<file path="config.mk">
export PLATFORM = sky130hd
export DESIGN_NAME = port_expander
export DESIGN_NICKNAME = d
export VERILOG_FILES = /design/src/rtl/xp_pkg.sv /design/src/rtl/xp_addr_latch.sv /design/src/rtl/xp_bus_if.sv /design/src/rtl/xp_regs.sv /design/src/rtl/xp_chipsel.sv /design/src/rtl/port_expander.sv
export SDC_FILE = /design/constraint.sdc
export NUM_CORES = 1
export LEC_CHECK = 0
export ABC_CLOCK_PERIOD_IN_PS = 1850
export BUFFER_PORTS_ARGS = -buffer_cell sky130_fd_sc_hd__buf_2
export CORE_ASPECT_RATIO = 1.75
export CORE_MARGIN = 8
export CORE_UTILIZATION = 40
export CTS_BUF_LIST = sky130_fd_sc_hd__clkbuf_8
export DETAILED_ROUTE_END_ITERATION = 8
export GPL_TIMING_DRIVEN = 0
export PLACE_DENSITY = 0.69
export SLEW_MARGIN = 25
export SYNTH_ARGS = -nofsm -noshare
export SYNTH_HDL_FRONTEND = slang
export SYNTH_SLANG_ARGS = --single-unit
</file>
<file path="constraint.sdc">
create_clock -name clk -period 1.85 [get_ports clk]
set_input_delay 0.0925 -clock clk [delete_from_list [all_inputs] [get_ports clk]]
set_output_delay 0.0925 -clock clk [all_outputs]
set_load 0.005 [all_outputs]
</file>
<file path="src/rtl/xp_pkg.sv">
package xp_pkg;
  localparam int BUS_W = 8;
  typedef logic [BUS_W-1:0] bus_t;

  localparam bus_t REG_VAL    = 8'h21;
  localparam bus_t REG_PORT   = 8'h40;
  localparam bus_t REG_IN_LO  = 8'h41;
  localparam bus_t REG_IN_HI  = 8'h42;
  localparam bus_t WAKE_CODE  = 8'hFD;

  // register that sets the direction of bidirectional pin k
  function automatic bus_t dir_reg_addr(input int k);
    case (k)
      0:       return 8'h02;
      1:       return 8'h03;
      2:       return 8'h04;
      3:       return 8'h05;
      4:       return 8'h08;
      default: return 8'h09;
    endcase
  endfunction
endpackage

</file>
<file path="src/rtl/xp_addr_latch.sv">
module xp_addr_latch
  import xp_pkg::*;
(
  input  logic clk,
  input  logic rst,
  input  logic ale,
  input  bus_t ad_i,
  output bus_t lat_q
);
  always_ff @(posedge clk) begin
    if (rst)      lat_q <= '0;
    else if (ale) lat_q <= ad_i;
  end


  hold_low_chk: assert property (@(posedge clk) disable iff (rst)
    (!ale) |=> $stable(lat_q));

  track_high_chk: assert property (@(posedge clk) disable iff (rst)
    ale |=> (lat_q == $past(ad_i)));
endmodule

</file>
<file path="src/rtl/xp_bus_if.sv">
module xp_bus_if
  import xp_pkg::*;
(
  input  logic clk,
  input  logic rst,
  input  logic wr_n,
  input  logic sel,
  input  bus_t ad_i,
  output logic we,
  output bus_t wdata
);
  logic wr_q;
  logic sel_q;

  always_ff @(posedge clk) begin
    if (rst) begin
      wr_q  <= 1'b1;
      sel_q <= 1'b0;
      wdata <= '0;
    end else begin
      wr_q <= wr_n;
      if (!wr_n) begin
        sel_q <= sel;
        wdata <= ad_i;
      end
    end
  end

  assign we = !wr_q && wr_n && sel_q;


  we_single_chk: assert property (@(posedge clk) disable iff (rst)
    we |=> !we);
endmodule

</file>
<file path="src/rtl/xp_regs.sv">
module xp_regs
  import xp_pkg::*;
#(
  parameter int NUM_BIDIR = 6,
  parameter int PORT_W    = 8
) (
  input  logic                 clk,
  input  logic                 rst,
  input  logic                 we,
  input  bus_t                 waddr,
  input  bus_t                 wdata,
  output logic [PORT_W-1:0]    port_q,
  output logic                 wake_q,
  output logic [NUM_BIDIR-1:0] val_q,
  output logic [NUM_BIDIR-1:0] dir_in_q
);
  logic hit_port;
  assign hit_port = we && (waddr == REG_PORT);

  always_ff @(posedge clk) begin
    if (rst) begin
      port_q <= '0;
      wake_q <= 1'b0;
    end else if (hit_port) begin
      if (wdata == WAKE_CODE) wake_q <= !wake_q;
      else                    port_q <= wdata[PORT_W-1:0];
    end
  end

  always_ff @(posedge clk) begin
    if (rst)                             val_q <= '0;
    else if (we && (waddr == REG_VAL))   val_q <= wdata[NUM_BIDIR-1:0];
  end

  for (genvar k = 0; k < NUM_BIDIR; k++) begin : g_dir
    localparam bus_t DIR_ADDR = dir_reg_addr(k);
    always_ff @(posedge clk) begin
      if (rst)                            dir_in_q[k] <= 1'b1;
      else if (we && (waddr == DIR_ADDR)) dir_in_q[k] <= (wdata != '0);
    end
  end


  wake_toggle_chk: assert property (@(posedge clk) disable iff (rst)
    (hit_port && wdata == WAKE_CODE) |=> (wake_q != $past(wake_q)) && $stable(port_q));

  port_load_chk: assert property (@(posedge clk) disable iff (rst)
    (hit_port && wdata != WAKE_CODE) |=> (port_q == $past(wdata[PORT_W-1:0])) && $stable(wake_q));

  idle_hold_chk: assert property (@(posedge clk) disable iff (rst)
    (!we) |=> $stable(port_q) && $stable(wake_q) && $stable(val_q) && $stable(dir_in_q));
endmodule

</file>
<file path="src/rtl/xp_chipsel.sv">
module xp_chipsel
  import xp_pkg::*;
#(
  parameter bit CS0_WIDE = 1'b1
) (
  input  bus_t addr_hi,
  output logic cs_ram,
  output logic cs_aux
);
  logic a13, a14, a15;
  assign a13 = addr_hi[5];
  assign a14 = addr_hi[6];
  assign a15 = addr_hi[7];

  if (CS0_WIDE) begin : g_wide
    assign cs_ram = a15 | a14;
  end else begin : g_narrow
    assign cs_ram = a15;
  end

  assign cs_aux = a13 | a14 | !a15;
endmodule

</file>
<file path="src/rtl/port_expander.sv">
module port_expander
  import xp_pkg::*;
#(
  parameter int       NUM_BIDIR = 6,
  parameter int       NUM_IN    = 10,
  parameter int       PORT_W    = 8,
  parameter bit       CS0_WIDE  = 1'b1,
  parameter bit [7:0] WINDOW    = 8'hA0
) (
  input  logic                 clk,
  input  logic                 rst,
  input  logic                 ale,
  input  logic                 wr_n,
  input  logic                 rd_n,
  input  logic [7:0]           addr_hi,
  input  logic [7:0]           ad_i,
  output logic [7:0]           ad_o,
  output logic                 ad_oe,
  output logic [7:0]           lat_addr,
  output logic                 cs_ram,
  output logic                 cs_aux,
  output logic [PORT_W-1:0]    port_out,
  output logic                 wake,
  input  logic [NUM_IN-1:0]    din,
  input  logic [NUM_BIDIR-1:0] pin_i,
  output logic [NUM_BIDIR-1:0] pin_o,
  output logic [NUM_BIDIR-1:0] pin_oe
);
  localparam int HI_W = NUM_IN - BUS_W;

  logic                 sel;
  logic                 we;
  bus_t                 wdata;
  logic [NUM_BIDIR-1:0] val_q;
  logic [NUM_BIDIR-1:0] dir_in_q;
  bus_t                 pins_rd;
  bus_t                 in_hi;
  bus_t                 rd_data;

  assign sel = (addr_hi == WINDOW);

  xp_addr_latch u_latch (
    .clk   (clk),
    .rst   (rst),
    .ale   (ale),
    .ad_i  (ad_i),
    .lat_q (lat_addr)
  );

  xp_bus_if u_bus (
    .clk   (clk),
    .rst   (rst),
    .wr_n  (wr_n),
    .sel   (sel),
    .ad_i  (ad_i),
    .we    (we),
    .wdata (wdata)
  );

  xp_regs #(.NUM_BIDIR(NUM_BIDIR), .PORT_W(PORT_W)) u_regs (
    .clk      (clk),
    .rst      (rst),
    .we       (we),
    .waddr    (lat_addr),
    .wdata    (wdata),
    .port_q   (port_out),
    .wake_q   (wake),
    .val_q    (val_q),
    .dir_in_q (dir_in_q)
  );

  xp_chipsel #(.CS0_WIDE(CS0_WIDE)) u_cs (
    .addr_hi (addr_hi),
    .cs_ram  (cs_ram),
    .cs_aux  (cs_aux)
  );

  assign pin_o  = val_q;
  assign pin_oe = ~dir_in_q;

  always_comb begin
    pins_rd = '0;
    for (int k = 0; k < NUM_BIDIR; k++)
      pins_rd[k] = dir_in_q[k] ? pin_i[k] : val_q[k];
    in_hi = '0;
    in_hi[HI_W-1:0] = din[NUM_IN-1:BUS_W];
    case (lat_addr)
      REG_VAL:   rd_data = pins_rd;
      REG_IN_LO: rd_data = din[BUS_W-1:0];
      REG_IN_HI: rd_data = in_hi;
      default:   rd_data = '0;
    endcase
  end

  assign ad_o  = rd_data;
  assign ad_oe = !rd_n && sel;


  bus_release_chk: assert property (@(posedge clk) disable iff (rst)
    (rd_n || !sel) |-> !ad_oe);

  ram_sel_chk: assert property (@(posedge clk) disable iff (rst)
    addr_hi[7] |-> cs_ram);

  aux_sel_chk: assert property (@(posedge clk) disable iff (rst)
    (!addr_hi[7]) |-> cs_aux);

  reset_state_chk: assert property (@(posedge clk)
    rst |=> (port_out == '0) && !wake && (pin_oe == '0));
endmodule

</file>
# Word-level counts from Yosys, hierarchy flattened
# Cells that the tools add are included.
totals:
  regBits: 39
  latchBits: 0
  ram_bits: 0
  mem_bits_ro: 0
  output_inout_bits: 40
  wordCells: 55
  memories: 0
op_classes:
  addsub: 0
  multipliers: 0
  n_div: 0
  magnitude_cmp: 0
  eq_ne: 12
  n_shift: 0
  n_mux: 7
  n_bitwise: 5
  n_reduce_logical: 18
ops:
  columns: ["cell", "count"]
  rows:
  - ["8-bit by 7-bit == test with 1-bit output (second input constant)", 3]
  - ["8-bit one-hot mux with 3 select lines", 1]
  - ["8-bit by 2-bit == test with 1-bit output (second input constant)", 2]
  - ["8-bit by 3-bit == test with 1-bit output (second input constant)", 2]
  - ["8-bit by 4-bit == test with 1-bit output (second input constant)", 2]
  - ["8-bit == test (second input constant)", 2]
  - ["1-bit logical AND", 11]
  - ["8-bit by 6-bit == test with 1-bit output (second input constant)", 1]
  - ["8-bit nonzero test", 1]
  - ["1-bit two-way mux", 6]
  - ["6-bit inverter", 1]
  - ["1-bit logical NOT", 4]
  - ["2-bit AND reduction", 2]
  - ["1-bit bitwise OR", 3]
  - ["1-bit inverter", 1]

# Longest topological paths before layout
depth:
  depth_word: 5
  mapped_depth: 5
  mapped_depth_nobuf: 4

# Cells and area by module
# A second synthesis with hierarchy kept.
unflattened:
  cells_unflattened: 193
  hier_area_um2: 1855.5
by_module_without_submodules:
  columns: ["mod", "n_inst", "cells_per_inst", "area_per_inst_um2", "seq_area_each_um2"]
  rows:
  - ["xp_regs", 1, 93, 928.4, 420.4]
  - ["xp_bus_if", 1, 33, 351.6, 200.2]
  - ["xp_addr_latch", 1, 26, 285.3, 160.2]
  - ["port_expander", 1, 39, 275.3, 0.0]
  - ["xp_chipsel", 1, 2, 15.0, 0.0]

# Least setup slack after synthesis
# OpenSTA, ideal clock, no wires.
synth_timing:
  path_kind: "register to register"
  start: "reg u_latch.lat_q[7]"
  end: "reg u_regs.wake_q"
  setup_ps: 70
  t_arrival_ps: 1508
  slack_ps: 271
  path_stages_with_launch: 5
  n_path_buf: 0
  path_cell_list: "dfxtp_1 nor4b_4 nand4_4 or4_1 a21oi_1"
synth_between:
  elab_chain_len: 3
synth_rtl:
  columns: ["item", "line_no", "source"]
  rows:
  - ["start: declaration", "xp_addr_latch.sv:8", "output bus_t lat_q"]
  - ["start signal: assignment", "xp_addr_latch.sv:12", "else if (ale) lat_q <= ad_i;"]
  - ["8-bit by 7-bit == test with 1-bit output", "xp_regs.sv:18", "assign hit_port = we && (waddr == REG_PORT);"]
  - ["1-bit logical AND", "xp_regs.sv:18", null]
  - ["2-bit AND reduction (no line)", null, null]
  - ["end signal: assignment", "xp_regs.sv:25", "if (wdata == WAKE_CODE) wake_q <= !wake_q;"]
  - ["end: declaration", "xp_regs.sv:13", "output logic wake_q,"]
# Every way passes these cells.
# A chain may end at the register's enable or synchronous reset.

# Worst setup path in the final report
layout_timing:
  start: "reg u_latch.lat_q[5]"
  end: "out ad_o[3]"
layout_between:
  elab_chain_len: 2
layout_rtl:
  columns: ["item", "line_no", "source"]
  rows:
  - ["8-bit by 7-bit == test with 1-bit output or 8-bit by 6-bit == test with 1-bit output (tied branches)", "port_expander.sv:87", "case (lat_addr)"]
  - ["8-bit one-hot mux with 3 select lines *", "port_expander.sv:87", null]
  - ["end: declaration", "port_expander.sv:17", "output logic [7:0] ad_o,"]
# Every way passes the cells marked *; elsewhere a longest branch is shown, timed or not.

==> run metrics <==
CTS tree built; post-route DRC violation count 0; Final HPWL DP 4020 um; Synth area leaders dfxtp_1 (44%), mux2i_1 (20%), nor2_1 (7.6%); sequential area share after synthesis 0.439; CP Data Required Time 1760 ps; Layout Utilization 0.543; Final Skew 9.17 ps; max-cap viol count 0; Pins Over Slew Limit 0; pwr/cell area 687 mW/mm^2; EDFF count, synth 0; Detailed Route WL 4970 um; HP Start ad_i[0]; maximum clock rate 582 MHz; initial antenna violation count 0; DIE AREA 0.00692 mm^2; GPL Wtd Cong 0.792; global routing usage on met3 0.0388; Ports 77; Compound-Gate Fraction of Synth Area 0.0711; Final min period 1720 ps; Reg2Reg Capture Point u_regs.wake_q; antenna-violating nets left 0; overall power 1.61 mW; area grow syn2layout 32.1%; post-synthesis mux area share 0.203; synth unique cells 35; WHS Endpoint u_bus.wdata[0]; Ant. Diodes 0; Final setup viols 0; adder-cell share of the synthesized area 0; outcome finished clean; fin crit share 0.930; Root Driver clkbuf_8; DR vias 1662; worst-skew pair later-pin latency 290 ps; Die X 66.4 um; synthesized area 0.00178 mm^2; routing usage on met1 0.132; Detailed Routing Iterations Pass 1 4; maximum vdd drop 556 uV; row count 32; Filler Cells Inserted 432; Sink Count 39; Post-Synth XOR/XNOR Area 0; Yosys top cell by area dfxtp_1; routed len/inst 15.2 um; relative slew slack 0.549; CTS Buf Count 5; overall routing resource usage 0.144; largest net degree at the start of global routing 13; Clk pin slew, worst setup/hold paths 80 ps; M2 GR Usage 0.264; WHS Path Cells 3; area share of the leading cell type in the synthesized netlist 0.439; vias in the first global route 1607; yosys warns 0; flop-to-flop setup slack 150 ps; DIE HEIGHT 104 um; RSZ-0062 raised after global routing no; Seq cells post-synth 39; crit end category primary output; post-synthesis simple-gate area fraction 0.255; largest family of logic cells by synthesized area simple AND/OR/NAND/NOR gates; Core ar. 0.00432 mm^2; Synth Flop Type dfxtp_1; LEAKAGE 1.25 nW; Hold Path Class input pin to register; H-tree depth 2; Initial Util 0.411; most used routing layer met2; critical path class register to primary output; total gr overflow 0; Post-CTS Hold Buffers 0; layout cell share with drive strength beyond 1 0.377; synthesized instance count 192; Mean Syn Cell Area 9.26 um^2; CP Max Fanout 8; Reg2Reg Depth 4; drt via density 5.08; Port-buffer cells 74; initial DRC count 22; critical path startpoint category register; FF-to-FF Start u_latch.lat_q[5]; Least-Margin Pin Slew 676 ps; Crit path arrival time 1630 ps; first-pass GRT wire length 7750 um; asr flop ratio synth 0; final count of hold timing violations 0; clk buf depth 2; Layout Nets 312; Mapped Nets 229
==> state kept, by name, indices dropped and copies added, names as in the netlist <==
register / flops
u_bus.sel_q: 1
u_bus.wdata: 8
u_bus.wr_q: 1
u_latch.lat_q: 8
u_regs.dir_in_q: 6
u_regs.port_q: 8
u_regs.val_q: 6
u_regs.wake_q: 1
==> synthesized netlist by cell type (2+ instances only) <==
library cell / instances
a221o_1: 2
and2_1: 4
clkbuf_1: 7
dfxtp_1: 39
inv_1: 7
mux2i_1: 36
nand2_1: 18
nand4_1: 3
nor2_1: 36
nor2b_1: 2
nor3b_1: 3
nor4_1: 4
o21ai_0: 4
o221a_2: 4
or2_2: 2
or4_1: 2
==> layer usage <==
layer,up-vias,part of all wire
met5,-,0
met3,9,0.075
met1,767,0.33
li1,839,-
met2,47,0.56
met4,0,0.028
==> stage by stage <==
stage / setup TNS (ps) / setup WS [ps] / instances / cell area, um^2 / hold WS [ps]
2_1_floorplan: 0 / 271 / 192 / 1780 / 216
3_3_place_gp: -10.9 / -10.9 / 317 / 2210 / 353
3_5_place_dp: -10.2 / -4.27 / 317 / 2210 / 352
4_1_cts: 0 / 15.5 / 325 / 2310 / 41.8
5_1_grt: 0 / 1.59 / 327 / 2350 / 60.7
6_report: 0 / 130 / 327 / 2350 / 48.0
==> worst max-delay path, cell delays in order, from the launching register on <==
cell	delay, ps
dfxtp_2	350
nor4b_4	410
and3_4	290
nand2_1	60
o21ai_0	70
buf_2	150
==> how the worst max path moves through the flow <==
stage,depth (start not counted),end,start
2_1_floorplan,4,u_regs.wake_q,u_latch.lat_q[7]
3_3_place_gp,4,u_regs.dir_in_q[0],u_bus.wdata[2]
3_5_place_dp,4,u_regs.dir_in_q[1],u_bus.wdata[1]
4_1_cts,5,ad_o[3],u_latch.lat_q[7]
5_1_grt,5,ad_o[3],u_latch.lat_q[7]
6_report,5,ad_o[3],u_latch.lat_q[5]
==> power by group <==
| part | switching [mW] | internal [mW] | leakage (nW) | total (mW) |
|---|---|---|---|---|
| logic | 0.0814 | 0.0823 | 0.885 | 0.164 |
| registers | 0.0342 | 0.862 | 0.319 | 0.896 |
| clock network | 0.297 | 0.258 | 0.0477 | 0.555 |
==> cells in the final DEF (no fill, tap or decap), drive strengths merged, types with 4 or more instances in the layout <==
master and n:
buf 78, nor4 4, nor2 37, nand2 18, and2 4, o221a 4, clkbuf 11, dfxtp 39
o21ai 4, nand4 4, mux2i 36, inv 7
==> layout make-up <==
| type | count | area, um^2 | share of cell area |
|---|---|---|---|
| Multi-Input combinational cell | 138 | 971 | 0.413 |
| Sequential cell | 39 | 785 | 0.334 |
| Timing Repair Buffer | 77 | 393 | 0.167 |
| Clock buffer | 5 | 68.8 | 0.0293 |
| Tap cell | 51 | 63.8 | 0.0272 |
| Buffer | 7 | 26.3 | 0.0112 |
| Inverter | 7 | 26.3 | 0.0112 |
| Clock inverter | 3 | 15.0 | 0.00639 |
==> logic make-up after synthesis <==
logic type | count (synthesis)
AOI/OAI and AO/OA | 16
buffers and inverters | 15
DFF | 39
muxes | 36
and+or+nand+nor | 86
==> what timing repair did <==
action | in CTS | in global routing
pin swaps | 1 | 4
setup endpoints to repair | 12 | 10
cloned | 0 | 0
resized for setup | 2 | 8
buffers inserted | 1 | 2
(Power assumes the default switching activity.)
